`config.mk`:
```
export PLATFORM = sky130hd
export DESIGN_NAME = pscan_read_seq
export DESIGN_NICKNAME = d
export VERILOG_FILES = /design/src/rtl/pscan_pkg.sv /design/src/rtl/pscan_rst_sync.sv /design/src/rtl/pscan_field_ctr.sv /design/src/rtl/pscan_sel_dec.sv /design/src/rtl/pscan_read_seq.sv
export SDC_FILE = /design/constraint.sdc
export NUM_CORES = 1
export LEC_CHECK = 0
export ABC_AREA = 0
export ABC_CLOCK_PERIOD_IN_PS = 2200
export BUFFER_PORTS_ARGS = -buffer_cell sky130_fd_sc_hd__buf_2
export CAP_MARGIN = 20
export CORE_UTILIZATION = 50
export DETAILED_ROUTE_END_ITERATION = 12
export PLACE_DENSITY = 0.73
export SLEW_MARGIN = 10
export SYNTH_ARGS = -nofsm -noshare
export SYNTH_HDL_FRONTEND = slang
export SYNTH_SLANG_ARGS = --single-unit
export TNS_END_PERCENT = 100
```
`constraint.sdc`:
```
create_clock -name clk_i -period 2.2 [get_ports clk_i]
set_clock_uncertainty 0.15 [all_clocks]
set_input_delay 0.11 -clock clk_i [delete_from_list [all_inputs] [get_ports clk_i]]
set_output_delay 0.11 -clock clk_i [all_outputs]
set_load 0.02 [all_outputs]
```
`src/rtl/pscan_pkg.sv`:
```
package pscan_pkg;
  localparam int unsigned PART_W_DEF = 4;
  localparam int unsigned COL_W_DEF  = 7;
  localparam int unsigned ROW_W_DEF  = 4;
  localparam int unsigned ADDR_W_DEF = 16;
endpackage

```
`src/rtl/pscan_rst_sync.sv`:
```
module pscan_rst_sync (
  input  logic clk_i,
  input  logic rst_n_i,
  output logic rst_n_o
);
  logic [1:0] sync_q;

  always_ff @(posedge clk_i or negedge rst_n_i) begin
    if (!rst_n_i) sync_q <= 2'b00;
    else          sync_q <= {sync_q[0], 1'b1};
  end

  assign rst_n_o = sync_q[1];
endmodule

```
`src/rtl/pscan_field_ctr.sv`:
```
module pscan_field_ctr #(
  parameter int unsigned W = 4
) (
  input  logic         clk_i,
  input  logic         rst_n_i,
  input  logic         inc_i,
  output logic [W-1:0] val_o,
  output logic         wrap_o
);
  localparam logic [W-1:0] TOP = '1;

  logic [W-1:0] val_q;
  logic [W-1:0] val_d;

  always_comb begin
    val_d = val_q;
    if (inc_i) val_d = val_q + W'(1);
  end

  always_ff @(posedge clk_i or negedge rst_n_i) begin
    if (!rst_n_i) val_q <= '0;
    else          val_q <= val_d;
  end

  assign val_o  = val_q;
  assign wrap_o = inc_i && (val_q == TOP);
endmodule

```
`src/rtl/pscan_sel_dec.sv`:
```
module pscan_sel_dec #(
  parameter int unsigned IDX_W = 4,
  parameter int unsigned N     = 1 << IDX_W
) (
  input  logic             en_i,
  input  logic [IDX_W-1:0] idx_i,
  output logic [N-1:0]     sel_n_o
);
  for (genvar i = 0; i < N; i++) begin : g_line
    assign sel_n_o[i] = ~(en_i && (idx_i == IDX_W'(i)));
  end
endmodule

```
`src/rtl/pscan_read_seq.sv`:
```
module pscan_read_seq
  import pscan_pkg::*;
#(
  parameter int unsigned PART_W = PART_W_DEF,
  parameter int unsigned COL_W  = COL_W_DEF,
  parameter int unsigned ROW_W  = ROW_W_DEF,
  parameter int unsigned ADDR_W = ADDR_W_DEF
) (
  input  logic                   clk_i,
  input  logic                   rst_n_i,
  input  logic                   scan_en_i,
  output logic [ADDR_W-1:0]      rd_addr_o,
  output logic [(1<<PART_W)-1:0] part_sel_n_o,
  output logic                   frame_done_o
);
  localparam int unsigned FIELD_W = PART_W + COL_W + ROW_W;
  localparam int unsigned NSEL    = 1 << PART_W;

  logic rst_core_n;

  pscan_rst_sync i_rst_sync (
    .clk_i   (clk_i),
    .rst_n_i (rst_n_i),
    .rst_n_o (rst_core_n)
  );

  // Field counters: band fastest, then column byte, then row.
  logic [PART_W-1:0] part_val;
  logic [COL_W-1:0]  col_val;
  logic [ROW_W-1:0]  row_val;
  logic              part_wrap;
  logic              col_wrap;
  logic              row_wrap;

  pscan_field_ctr #(.W(PART_W)) i_part_ctr (
    .clk_i   (clk_i),
    .rst_n_i (rst_core_n),
    .inc_i   (scan_en_i),
    .val_o   (part_val),
    .wrap_o  (part_wrap)
  );

  pscan_field_ctr #(.W(COL_W)) i_col_ctr (
    .clk_i   (clk_i),
    .rst_n_i (rst_core_n),
    .inc_i   (part_wrap),
    .val_o   (col_val),
    .wrap_o  (col_wrap)
  );

  pscan_field_ctr #(.W(ROW_W)) i_row_ctr (
    .clk_i   (clk_i),
    .rst_n_i (rst_core_n),
    .inc_i   (col_wrap),
    .val_o   (row_val),
    .wrap_o  (row_wrap)
  );

  logic [FIELD_W-1:0] cur_field;
  assign cur_field = {row_val, col_val, part_val};

  logic [NSEL-1:0] sel_n_d;

  pscan_sel_dec #(.IDX_W(PART_W), .N(NSEL)) i_sel_dec (
    .en_i    (scan_en_i),
    .idx_i   (part_val),
    .sel_n_o (sel_n_d)
  );

  // Output stage.
  logic [ADDR_W-1:0] addr_q;
  logic [ADDR_W-1:0] addr_d;
  logic [NSEL-1:0]   sel_n_q;
  logic              done_q;
  logic              done_d;

  always_comb begin
    addr_d = addr_q;
    if (scan_en_i) addr_d = ADDR_W'(cur_field);
    done_d = row_wrap;
  end

  always_ff @(posedge clk_i or negedge rst_core_n) begin
    if (!rst_core_n) begin
      addr_q  <= '0;
      sel_n_q <= '1;
      done_q  <= 1'b0;
    end else begin
      addr_q  <= addr_d;
      sel_n_q <= sel_n_d;
      done_q  <= done_d;
    end
  end

  assign rd_addr_o    = addr_q;
  assign part_sel_n_o = sel_n_q;
  assign frame_done_o = done_q;
endmodule

```
Word-level counts from Yosys, hierarchy flattened:

Index checks and enable logic that the tools add are counted.

* flip-flop bits (word level): 49
* bits of input ports: 3
* output and inout bits: 33
* word-level logic and storage cells: 62

* add/sub/neg operators: 3
* eq/ne operators: 17
* bitwise logic cells: 16
* reduce and logical (&&, ||, !) cells: 19

Operators by type and width (number)
* == test 4 bit, second input constant: 9
* logical AND 1 bit: 18
* == test 4 x 3 -> 1 bit, second input constant: 4
* inverter 1 bit: 16
* adder 4 x 1 -> 4 bit, second input constant: 2
* == test 4 x 2 -> 1 bit, second input constant: 2
* adder 7 x 1 -> 7 bit, second input constant: 1
* == test 7 bit, second input constant: 1
* == test 4 x 1 -> 1 bit, second input constant: 1
* logical NOT 4 bit: 1

Longest topological paths before layout:

Gate-level depths: netlist of the first run.

* word-level depth: 4
* depth in mapped cells: 5
* gate-level depth less buffers: 4

Cells and area by module:

From an unflattened synthesis of the first run, not the netlist that was laid out.

* cells, all modules: 127
* area total of the unflattened synthesis: 1885.6 um2

By module, submodules not included
* pscan_read_seq: times used 1, cells each 51, area each 1069.8 um2, sequential area each 820.8 um2
* pscan_field_ctr at i_part_ctr ...: times used 2, cells each 13, area each 167.7 um2, sequential area each 100.1 um2
* pscan_field_ctr at i_col_ctr: times used 1, cells each 24, area each 304.0 um2, sequential area each 175.2 um2
* pscan_sel_dec: times used 1, cells each 23, area each 122.6 um2, sequential area each 0.0 um2
* pscan_rst_sync: times used 1, cells each 3, area each 53.8 um2, sequential area each 50.0 um2

Worst setup path after synthesis of the first run:

OpenSTA, ideal clock, no wires.

* path kind: reg2reg
* start: register i_part_ctr.val_q[0] (netlist: i_part_ctr.val_o[0])
* end: register i_row_ctr.val_q[1] (netlist: i_row_ctr.val_o[1])
* library setup time: 125 ps
* data arrival time: 1275 ps
* required time: 1925 ps
* setup slack: 650 ps
* cell stages (with the launch flop): 5
* path buffers: 0
* period minus slack after synthesis: 1550 ps
* cell sequence: dfrtp_1 -> ha_1 -> and2_1 -> nand4_4 -> mux2_4

* word-level cells in the longest chain between the ends: 3

Ends and longest elaborated chain
* from (decl): line pscan_field_ctr.sv:12 `logic [W-1:0] val_q;`
* from (signal assigned): line pscan_field_ctr.sv:22 `else val_q <= val_d;`
* == test 4 bit: line pscan_field_ctr.sv:26 `assign wrap_o = inc_i && (val_q == TOP);`
* logical AND 1 bit (2 in a row): line pscan_field_ctr.sv:26
* to (signal assigned): line pscan_field_ctr.sv:22
* to (decl): line pscan_field_ctr.sv:12

Every way passes these cells.
A chain may end at the register's enable or synchronous reset.

Worst setup path after layout of the first run:

Same ends and word-level chain as after synthesis.

==> metrics.cfg, run 1 <==
[synthesis]
ys_seq_area_frac = 0.641
yosys-top-cells-area = dfrtp_1, dfstp_2, mux2_2
synth_top_area_cell = dfrtp_1
synth_common_cells = dfrtp_1, nand2_1, dfstp_2
yosysUniqueCellTypes = 27
yosysWarnings = 0
synth_flop_cell = dfrtp_1
synthesis.instances = 144
synth_edf_count = 0
synthArstFlopShare = 1.00
yosysMostFrequentCell = dfrtp_1
avgSynthCellArea_sq_um = 13.5
netlist_area_sq_um = 1940
synth_nets = 153
synth_seq_cells = 49
synth_top_area_share = 0.425

[power]
p_switching_uw = 753
p_comb_frac = 0.223
leakagePower_uw = 0.00110
peakVddDrop_uv = 630
swShare = 0.312
clkPwrFrac = 0.267
pwr-share-seq = 0.510
internal_power_uw = 1660
power_density_nw_per_um2 = 1050

[clocking]
cts_setup_buffers = 0
cts_resized = 0
clk_pin_slew_ns = 0.08
numCtsBuffers = 5
ctsRootBufferMaster = clkbuf_8
cts_sinks = 49
cts_tree = done
ctsHoldBuffers = 2
ctsHtreeMaxLevel = 2
clockBufferDepth = 2
clock_latency_ns = 0.30

[outcome]
status = completed

[placement]
place_congestion = 0.762
post-dp-hpwl_microns = 2360
io_buffers = 34

[layout]
final_net_count = 192
num_antenna_cells = 0
drive_gt1_frac = 0.435
syn_to_final_growth_pct = 17.9
multi_input_area_sq_um = 632
ff_latch_area_sq_um = 1250
fill_cells = 296

[sta]
fin_setup_tns_ns = 0
fin_crit_ns = 1.71
rsz0062_at_grt = no
final_max_slew_viol_count = 0
setup_violations = 0
fmax_mhz = 586
max_slew.worst_pin.slew_ns = 0.517
hold_viol = 0
finalCritPeriodShare = 0.775
holdWs_ns = 0.0852
maxSlewHeadroom = 0.655

[worst_hold_path]
hp-class = in -> reg

[floorplan]
die_h_microns = 64.4
die_area_sq_um = 4140
io_pins = 36
start_util = 0.527
core_area_sq_um = 3690
die_width_microns = 64.4
rows = 22

[detailed_routing]
drc = 0
vias = 1143
drt-total-wl_microns = 3200
first_pass_iters = 4
ant_nets = 0
vias_per_cell = 4.93
wl_per_cell_microns = 13.8
drt-initial-drc-count = 31

[global_routing]
grt_use_total = 0.183
antenna_found_initial = 0
first_global_vias = 1128
gr-total-overflow = 0
grt_pass1_wl_microns = 5480
grt_max_degree = 26

[run]
cap_viol_max_count = 0

[critical_path]
cp-start-kind = register
critPathArrivalTime_ns = 1.75
end_kind = register
critical_path_class = reg -> reg
crit_fanout = 6
required_ns = 2.24

-- final timing paths --
kind	startpoint	end	slack, ns	cells past startpoint
max reg2reg	i_part_ctr.val_o[0]	i_row_ctr.val_o[1]	0.49	4
min in group asynchronous	i_rst_sync.sync_q[1]	rd_addr_o[0]	0.10	0
min reg2reg	i_rst_sync.sync_q[1]	rd_addr_o[0]	0.10	0
max	i_part_ctr.val_o[0]	i_row_ctr.val_o[1]	0.49	4
max in group asynchronous	i_rst_sync.sync_q[1]	part_sel_n_o[13]	1.23	1
min	scan_en_i	part_sel_n_o[7]	0.09	2
-- cells by family after synthesis --
| group | share of synthesized area |
|---|---|
| AND/OR/NAND/NOR | 0.132 |
| AO/OA/AOI/OAI | 0.00772 |
| other | 0.00386 |
| multiplexers | 0.0888 |
| buffers and inverters | 0.0341 |
| XOR/XNOR | 0.0541 |
| adder cells (fa/ha/maj) | 0.0386 |
| flip-flops | 0.641 |
-- power groups by stage --
stage	logic, uW	registers [uW]	clock network (uW)
floorplan	344	1300	0
global placement	530	1230	0
detailed placement	539	1250	0
CTS	547	1230	659
global route	597	1260	690
finish	537	1230	644
-- registers in the layout, summed over array words and instances (netlist names) --
| register | flops |
|---|---|
| i_rst_sync.sync_q | 2 |
| frame_done_o | 1 |
| part_sel_n_o | 16 |
| i_col_ctr.val_o | 7 |
| rd_addr_o | 15 |
| i_part_ctr.val_o | 4 |
| i_row_ctr.val_o | 4 |
-- critical path, stage by stage, from the launching register on --
cell,delay (ns)
dfrtp_1,0.45
ha_1,0.28
and2_1,0.24
nand4_4,0.15
mux2_4,0.32
-- per-layer routing --
layer	global-route usage	wire [microns]	up-vias
li1	-	-	554
met1	0.223	1370	557
met2	0.305	1650	26
met3	0.0536	143	6
met4	0.0667	41	0
met5	0	0	-
-- layout make-up --
cell class / count / area share
Clock inverter: 1 / 0.0131
Sequential cell: 49 / 0.544
Multi-Input combinational cell: 84 / 0.276
Clock buffer: 7 / 0.0377
Inverter: 5 / 0.00819
Tap cell: 48 / 0.0262
Timing Repair Buffer: 38 / 0.0950
-- through the flow --
stage           util  power (uW)  cells  worst slack, ns  cell area, sq um
2_1_floorplan      -        1650    144            0.613              1940
3_3_place_gp   0.584        1760    222            0.598              2160
3_5_place_dp   0.584        1790    222            0.506              2160
4_1_cts        0.621        2440    232            0.488              2290
5_1_grt        0.621        2550    232            0.405              2290
6_report       0.621        2410    232            0.495              2290
-- layout by cell type, fill, tap and decap left out, types with 2 or more instances in the layout --
cell type	n
buf_2	34
xnor2_1	5
ha_1	6
dfrtp_1	32
inv_1	5
nand3_1	2
nand2_1	21
dlygate4sd3_1	2
nor2_1	6
xor2_1	7
clkbuf_8	6
mux2_2	14
conb_1	2
dfstp_2	16
o21ai_0	3
nand4_1	5
nor3_1	2
nor4_1	2
No activity file was read; power rests on OpenSTA's default activity.
==> inputs of run 2 (changes only) <==
Settings changed: ABC_AREA 0 to 1, ABC_CLOCK_PERIOD_IN_PS 2200 to 1700.
Clock period 2.2 ns to 1.7 ns, I/O delays scaled along.
==> run 2 against run 1 <==
Against the previous run:
- sequential share of layout area decreased by 0.88 points
- total power increased by 40%
- core utilization increased by 1.0 points
- cell area increased by 1.6%
- critical path depth increased by 2
- sequential power increased by 33%
- non-clock buffer count increased by 4
- via count increased by 16%
==> metrics.cfg, run 2 <==
[synthesis]
synth_top_area_share = 0.424  ; was 0.425
yosysUniqueCellTypes = 23  ; was 27
yosysWarnings = 0  ; unchanged
synthesis.instances = 190  ; was 144
ys_seq_area_frac = 0.641  ; about the same
synth_edf_count = 0  ; unchanged
synth_seq_cells = 49  ; unchanged
synth_common_cells = nand2_1, dfrtp_1, inv_1  ; was dfrtp_1, nand2_1, dfstp_2
yosys-top-cells-area = dfrtp_1, dfstp_2, nand2_1  ; was dfrtp_1, dfstp_2, mux2_2
yosysMostFrequentCell = nand2_1  ; was dfrtp_1
synth_top_area_cell = dfrtp_1  ; unchanged
synthArstFlopShare = 1.00  ; unchanged
synth_nets = 199  ; was 153
netlist_area_sq_um = 1950  ; was 1940 sq um
synth_flop_cell = dfrtp_1  ; unchanged
avgSynthCellArea_sq_um = 10.2  ; was 13.5 sq um

[critical_path]
crit_fanout = 8  ; was 6
end_kind = register  ; unchanged
critical_path.cell_chain = ha_1 > nand2_4 > nor2_4 > nand2_1 > o21ai_0 > nand2_1  ; was ha_1 > and2_1 > nand4_4 > mux2_4
slowest_stage = dfrtp_1  ; unchanged
critical_path_class = reg -> reg  ; unchanged
cp-start-kind = register  ; unchanged
required_ns = 1.73  ; was 2.24 ns
max_stage_delay_ns = 0.41  ; was 0.45 ns
cpMostUsedCell = nand2_1
critPathArrivalTime_ns = 1.62  ; was 1.75 ns

[worst_hold_path]
hp-class = reg -> async  ; was in -> reg

[placement]
dp_cells = 270  ; was 222
place_congestion = 0.824  ; was 0.762
post-dp-hpwl_microns = 2310  ; was 2360 microns
io_buffers = 34  ; unchanged

[detailed_routing]
vias_per_cell = 4.67  ; was 4.93
drt-total-wl_microns = 3160  ; was 3200 microns
first_pass_iters = 4  ; unchanged
ant_nets = 0  ; unchanged
wl_per_cell_microns = 11.2  ; was 13.8 microns
vias = 1323  ; was 1143
drt-initial-drc-count = 68  ; was 31
drc = 0  ; unchanged

[global_routing]
grt_max_degree = 27  ; was 26
antenna_found_initial = 0  ; unchanged
first_global_vias = 1283  ; was 1128
grt_pass1_wl_microns = 5530  ; was 5480 microns
gr-total-overflow = 0  ; unchanged
grt_use_total = 0.180  ; was 0.183

[power]
leakagePower_uw = 0.00117  ; was 0.00110 uW
power_density_nw_per_um2 = 1450  ; was 1050 nW/um^2
peakVddDrop_uv = 789  ; was 630 uV

[clocking]
cts_sinks = 49  ; unchanged
ctsHtreeMaxLevel = 2  ; unchanged
ctsRootBufferMaster = clkbuf_8  ; unchanged
clockBufferDepth = 2  ; unchanged
clk_pin_slew_ns = 0.08  ; about the same
numCtsBuffers = 5  ; unchanged
clock_latency_ns = 0.29  ; was 0.30 ns
cts_tree = done  ; unchanged

[floorplan]
die_area_sq_um = 4140  ; about the same
core_area_sq_um = 3690  ; unchanged
start_util = 0.527  ; about the same
rows = 22  ; unchanged
io_pins = 36  ; unchanged
die_width_microns = 64.4  ; about the same
die_h_microns = 64.4  ; about the same

[sta]
finalCritPeriodShare = 0.931  ; was 0.775
final_max_slew_viol_count = 0  ; unchanged
fin_crit_ns = 1.58  ; was 1.71 ns
hold_viol = 0  ; unchanged
setup_violations = 0  ; unchanged
fmax_mhz = 632  ; was 586 MHz

[layout]
syn_to_final_growth_pct = 19.7  ; was 17.9%
finalNonFillerCells = 283  ; was 232
num_antenna_cells = 0  ; unchanged
layout_commonest_cell = nand2_1  ; was buf_2
mostFrequentLayoutCells = nand2_1, buf_2, dfrtp_1, inv_1, dfstp_2  ; was buf_2, dfrtp_1, nand2_1, dfstp_2, mux2_2
final_net_count = 243  ; was 192
drive_gt1_frac = 0.289  ; was 0.435
largest_reg_flops = 16  ; unchanged
final_util = 0.632  ; was 0.621

[outcome]
status = completed  ; unchanged

[run]
cap_viol_max_count = 0  ; unchanged

run 2: power breakdown:
part / switching (uW) / internal, uW
registers: 184 / 1450
logic: 605 / 307
clock network: 348 / 479
run 2: worst paths after layout:
| check | startpoint | endpoint | slack (ns) | depth (start not counted) |
|---|---|---|---|---|
| max | i_part_ctr.val_o[0] | i_col_ctr.val_o[5] | 0.12 | 6 |
| min | i_rst_sync.sync_q[1] | i_col_ctr.val_o[2] | 0.05 | 0 |
| max reg2reg | i_part_ctr.val_o[0] | i_col_ctr.val_o[5] | 0.12 | 6 |
| min reg2reg | i_rst_sync.sync_q[1] | i_col_ctr.val_o[2] | 0.05 | 0 |
| max in group asynchronous | i_rst_sync.sync_q[1] | part_sel_n_o[3] | 0.75 | 1 |
| min in group clk_i | i_rst_sync.sync_q[0] | i_rst_sync.sync_q[1] | 0.21 | 0 |
run 2: what timing repair did:
action / 4_1_cts / 5_1_grt
hold endpoints to repair: 4 / 0
setup endpoints to repair: 0 / 1
buffers inserted: 0 / 2
hold buffers: 3 / 0
resized for setup: 0 / 0
run 2: final cells by class:
type | instances | area, sq um
clock buffers | 7 | 86.3
multi-input cells | 116 | 593
well taps | 48 | 60.1
flip-flops and latches | 49 | 1250
repair buffers | 42 | 238
clock inverters | 1 | 30.0
fillers | 320 | 1360
inverters | 20 | 75.1
run 2: logic make-up after synthesis:
| logic type | count (synthesis) | synth area share |
|---|---|---|
| AO/OA/AOI/OAI | 15 | 0.0386 |
| XOR/XNOR | 8 | 0.0360 |
| adder cells (fa/ha/maj) | 6 | 0.0386 |
| buffers and inverters | 25 | 0.0547 |
| flip-flops | 49 | 0.641 |
| other | 2 | 0.00386 |
| AND/OR/NAND/NOR | 85 | 0.188 |
run 2: metal layers:
metal / routed length, microns / GRT usage / vias to the layer above
li1: - / - / 667
met1: 1460 / 0.224 / 625
met2: 1540 / 0.283 / 29
met3: 146 / 0.0679 / 2
met4: 16 / 0.0722 / 0
met5: 0 / 0 / -
run 2: stage by stage:
stage                     hold WS [ns]  TNS (ns)  total power [uW]  instance area [sq um]  setup slack [ns]
after floorplan                 -0.361         0              2300                   1950             0.113
after global placement          -0.279         0              2540                   2170             0.216
after detailed placement        -0.276         0              2560                   2170             0.154
after CTS                       0.0722         0              3410                   2310             0.137
after global routing            0.0927   -0.0384              3620                   2330           -0.0384
final                           0.0518         0              3370                   2330             0.118
run 2: worst max-delay path: cells and delay by family (launching register included):
family	cells	cell delay (ns)
DFF	1	0.41
AOI/OAI and AO/OA	1	0.17
and+or+nand+nor	4	0.51
adders and majority gates	1	0.24
==> inputs of run 3 (changes only) <==
Settings changed: SYNTH_HIERARCHICAL from default to 1.
==> run 3 against run 2 <==
Against the previous run:
- combinational power down 1%
- setup slack worse by 0.072 ns
- routed wire length up 6.0%
- cell area up 4.2%
==> metrics.cfg, run 3 <==
[floorplan]
die_width_microns = 65.3  ; was 64.4 microns
die_area_sq_um = 4260  ; was 4140 sq um
start_util = 0.535  ; was 0.527
rows = 22  ; unchanged
die_h_microns = 65.3  ; was 64.4 microns
io_pins = 36  ; unchanged
core_area_sq_um = 3740  ; was 3690 sq um

[clocking]
cts_sinks = 49  ; unchanged
cts_tree = done  ; unchanged
numCtsBuffers = 5  ; unchanged
ctsRootBufferMaster = clkbuf_8  ; unchanged
clock_latency_ns = 0.29  ; about the same
clockBufferDepth = 2  ; unchanged
ctsHtreeMaxLevel = 2  ; unchanged
clk_pin_slew_ns = 0.08  ; about the same

[outcome]
status = completed  ; unchanged

[sta]
finalCritPeriodShare = 0.973  ; was 0.931
fin_crit_ns = 1.65  ; was 1.58 ns
fin_setup_tns_ns = 0  ; unchanged
rsz0062_at_grt = yes
fmax_mhz = 604  ; was 632 MHz
final_max_slew_viol_count = 0  ; unchanged
hold_viol = 0  ; unchanged
setup_violations = 0  ; unchanged

[synthesis]
synth_flop_cell = dfrtp_1  ; unchanged
synthesis.instances = 197  ; was 190
yosysMostFrequentCell = nand2_1  ; unchanged
yosysUniqueCellTypes = 21  ; was 23
synth_nets = 203  ; was 199
synth_common_cells = nand2_1, dfrtp_1, inv_1  ; unchanged
ys_seq_area_frac = 0.622  ; was 0.641
synth_top_area_share = 0.412  ; was 0.424
synth_top_area_cell = dfrtp_1  ; unchanged
synth_seq_cells = 49  ; unchanged
synthArstFlopShare = 1.00  ; unchanged
synth_edf_count = 0  ; unchanged
yosysWarnings = 6  ; was 0
avgSynthCellArea_sq_um = 10.2  ; about the same
netlist_area_sq_um = 2000  ; was 1950 sq um
yosys-top-cells-area = dfrtp_1, dfstp_2, nand2_1  ; unchanged

[detailed_routing]
wl_per_cell_microns = 11.3  ; was 11.2 microns
vias_per_cell = 4.73  ; was 4.67
drt-total-wl_microns = 3350  ; was 3160 microns
first_pass_iters = 4  ; unchanged
ant_nets = 0  ; unchanged
drc = 0  ; unchanged
drt-initial-drc-count = 56  ; was 68
vias = 1396  ; was 1323

[critical_path]
required_ns = 1.73  ; about the same
crit_fanout = 3  ; was 8
end_kind = register  ; unchanged
reg2reg_slack_ns = 0.05  ; was 0.12 ns
critical_path_class = reg -> reg  ; unchanged
r2r_cells = 10  ; was 6
r2r_end = i_row_ctr/val_o[3]  ; was i_col_ctr.val_o[5]
r2r_start = i_part_ctr/val_o[1]  ; was i_part_ctr.val_o[0]
cp-start-kind = register  ; unchanged
critPathArrivalTime_ns = 1.69  ; was 1.62 ns

[global_routing]
antenna_found_initial = 0  ; unchanged
gr-total-overflow = 0  ; unchanged
grt_use_total = 0.177  ; was 0.180
grt_max_degree = 37  ; was 27
grt_pass1_wl_microns = 5580  ; was 5530 microns
first_global_vias = 1320  ; was 1283

[layout]
finalNonFillerCells = 295  ; was 283
final_net_count = 252  ; was 243
largest_reg_flops = 16  ; unchanged
fill_cells = 324  ; was 320
drive_gt1_frac = 0.385  ; was 0.289
syn_to_final_growth_pct = 21.2  ; was 19.7%
fin_area_sq_um = 2430  ; was 2330 sq um
num_antenna_cells = 0  ; unchanged
layout_commonest_cell = nand2_1  ; unchanged
mostFrequentLayoutCells = nand2_1, buf_2, dfrtp_1, inv_1, nand3_1  ; was nand2_1, buf_2, dfrtp_1, inv_1, dfstp_2
final_util = 0.649  ; was 0.632

[worst_hold_path]
hp-class = reg -> async  ; unchanged

[placement]
dp_cells = 283  ; was 270
place_congestion = 0.751  ; was 0.824
placed_area_sq_um = 2290  ; was 2170 sq um
io_buffers = 34  ; unchanged
post-dp-hpwl_microns = 2320  ; was 2310 microns

[power]
power_uw = 3070  ; was 3370 uW
peakVddDrop_uv = 1010  ; was 789 uV
power_density_nw_per_um2 = 1270  ; was 1450 nW/um^2
leakagePower_uw = 0.00125  ; was 0.00117 uW

[run]
cap_viol_max_count = 0  ; unchanged

==> run 3: what timing repair did <==
item	CTS	global route
gates resized for setup	0	2
hold buffers	3	0
buffers inserted	0	1
hold endpoints to repair	3	0
endpoints found under the setup margin	0	6
==> run 3: worst max path at each step <==
stage	start	to	slack, ns	depth (start not counted)
floorplan	i_part_ctr/val_o[0]	i_row_ctr/val_o[2]	-0.11	10
global placement	i_part_ctr/val_o[1]	i_row_ctr/val_o[2]	0.08	10
detailed placement	i_part_ctr/val_o[1]	i_row_ctr/val_o[2]	0.03	10
CTS	i_part_ctr/val_o[1]	i_row_ctr/val_o[2]	0.01	10
global route	i_part_ctr/val_o[1]	i_row_ctr/val_o[3]	-0.08	10
finish	i_part_ctr/val_o[1]	i_row_ctr/val_o[3]	0.05	10
==> run 3: metal layers <==
metal,vias up,wire length [microns],global-route usage,share of wire
met5,-,0,0,0
met4,0,59,0.0870,0.018
met3,5,95,0.0417,0.028
met2,18,1690,0.298,0.50
met1,681,1500,0.213,0.45
li1,692,-,-,-
==> run 3: power by group <==
group / internal (uW) / switching [uW]
Clock: 332 / 340
Combinational: 331 / 570
Sequential: 1380 / 117
Total: 2050 / 1030
==> run 3: through the flow <==
stage                     hold slack, ns  setup slack (ns)
after floorplan                   -0.361            -0.108
after global placement            -0.279            0.0777
after detailed placement          -0.278            0.0263
after CTS                         0.0411            0.0148
after global routing              0.0606           -0.0803
final                             0.0239            0.0452
==> run 3: cell type report <==
type | instances | area (sq um) | area share
clock buffer | 8 | 90.1 | 0.0371
inverter | 21 | 83.8 | 0.0345
multi-input combinational | 121 | 649 | 0.267
sequential | 49 | 1250 | 0.515
tap | 48 | 60.1 | 0.0247
timing repair buffer | 48 | 295 | 0.122
==> run 3: cells by family (layout without fill, tap and decap cells) <==
| kind of cell | count (synthesis) | after routing | synth area share |
|---|---|---|---|
| xor gates and xnor gates | 7 | 7 | 0.0306 |
| other | 2 | 2 | 0.00375 |
| buffers and inverters | 27 | 77 | 0.0762 |
| muxes | 1 | 1 | 0.00562 |
| DFF | 49 | 49 | 0.622 |
| AOI/OAI and AO/OA | 4 | 4 | 0.00999 |
| and+or+nand+nor | 104 | 104 | 0.233 |
| adders and majority gates | 3 | 3 | 0.0187 |
==> run 3: critical path, cell delays in order (launching register included) <==
cell and delay (ns):
dfrtp_2 0.40, ha_4 0.15, nand2_4 0.05, nor3b_4 0.19, nand2_2 0.10, nor2_4 0.09, nand3_2 0.08, inv_2 0.09
nand2_2 0.08, o21ai_2 0.12, nand2_1 0.06
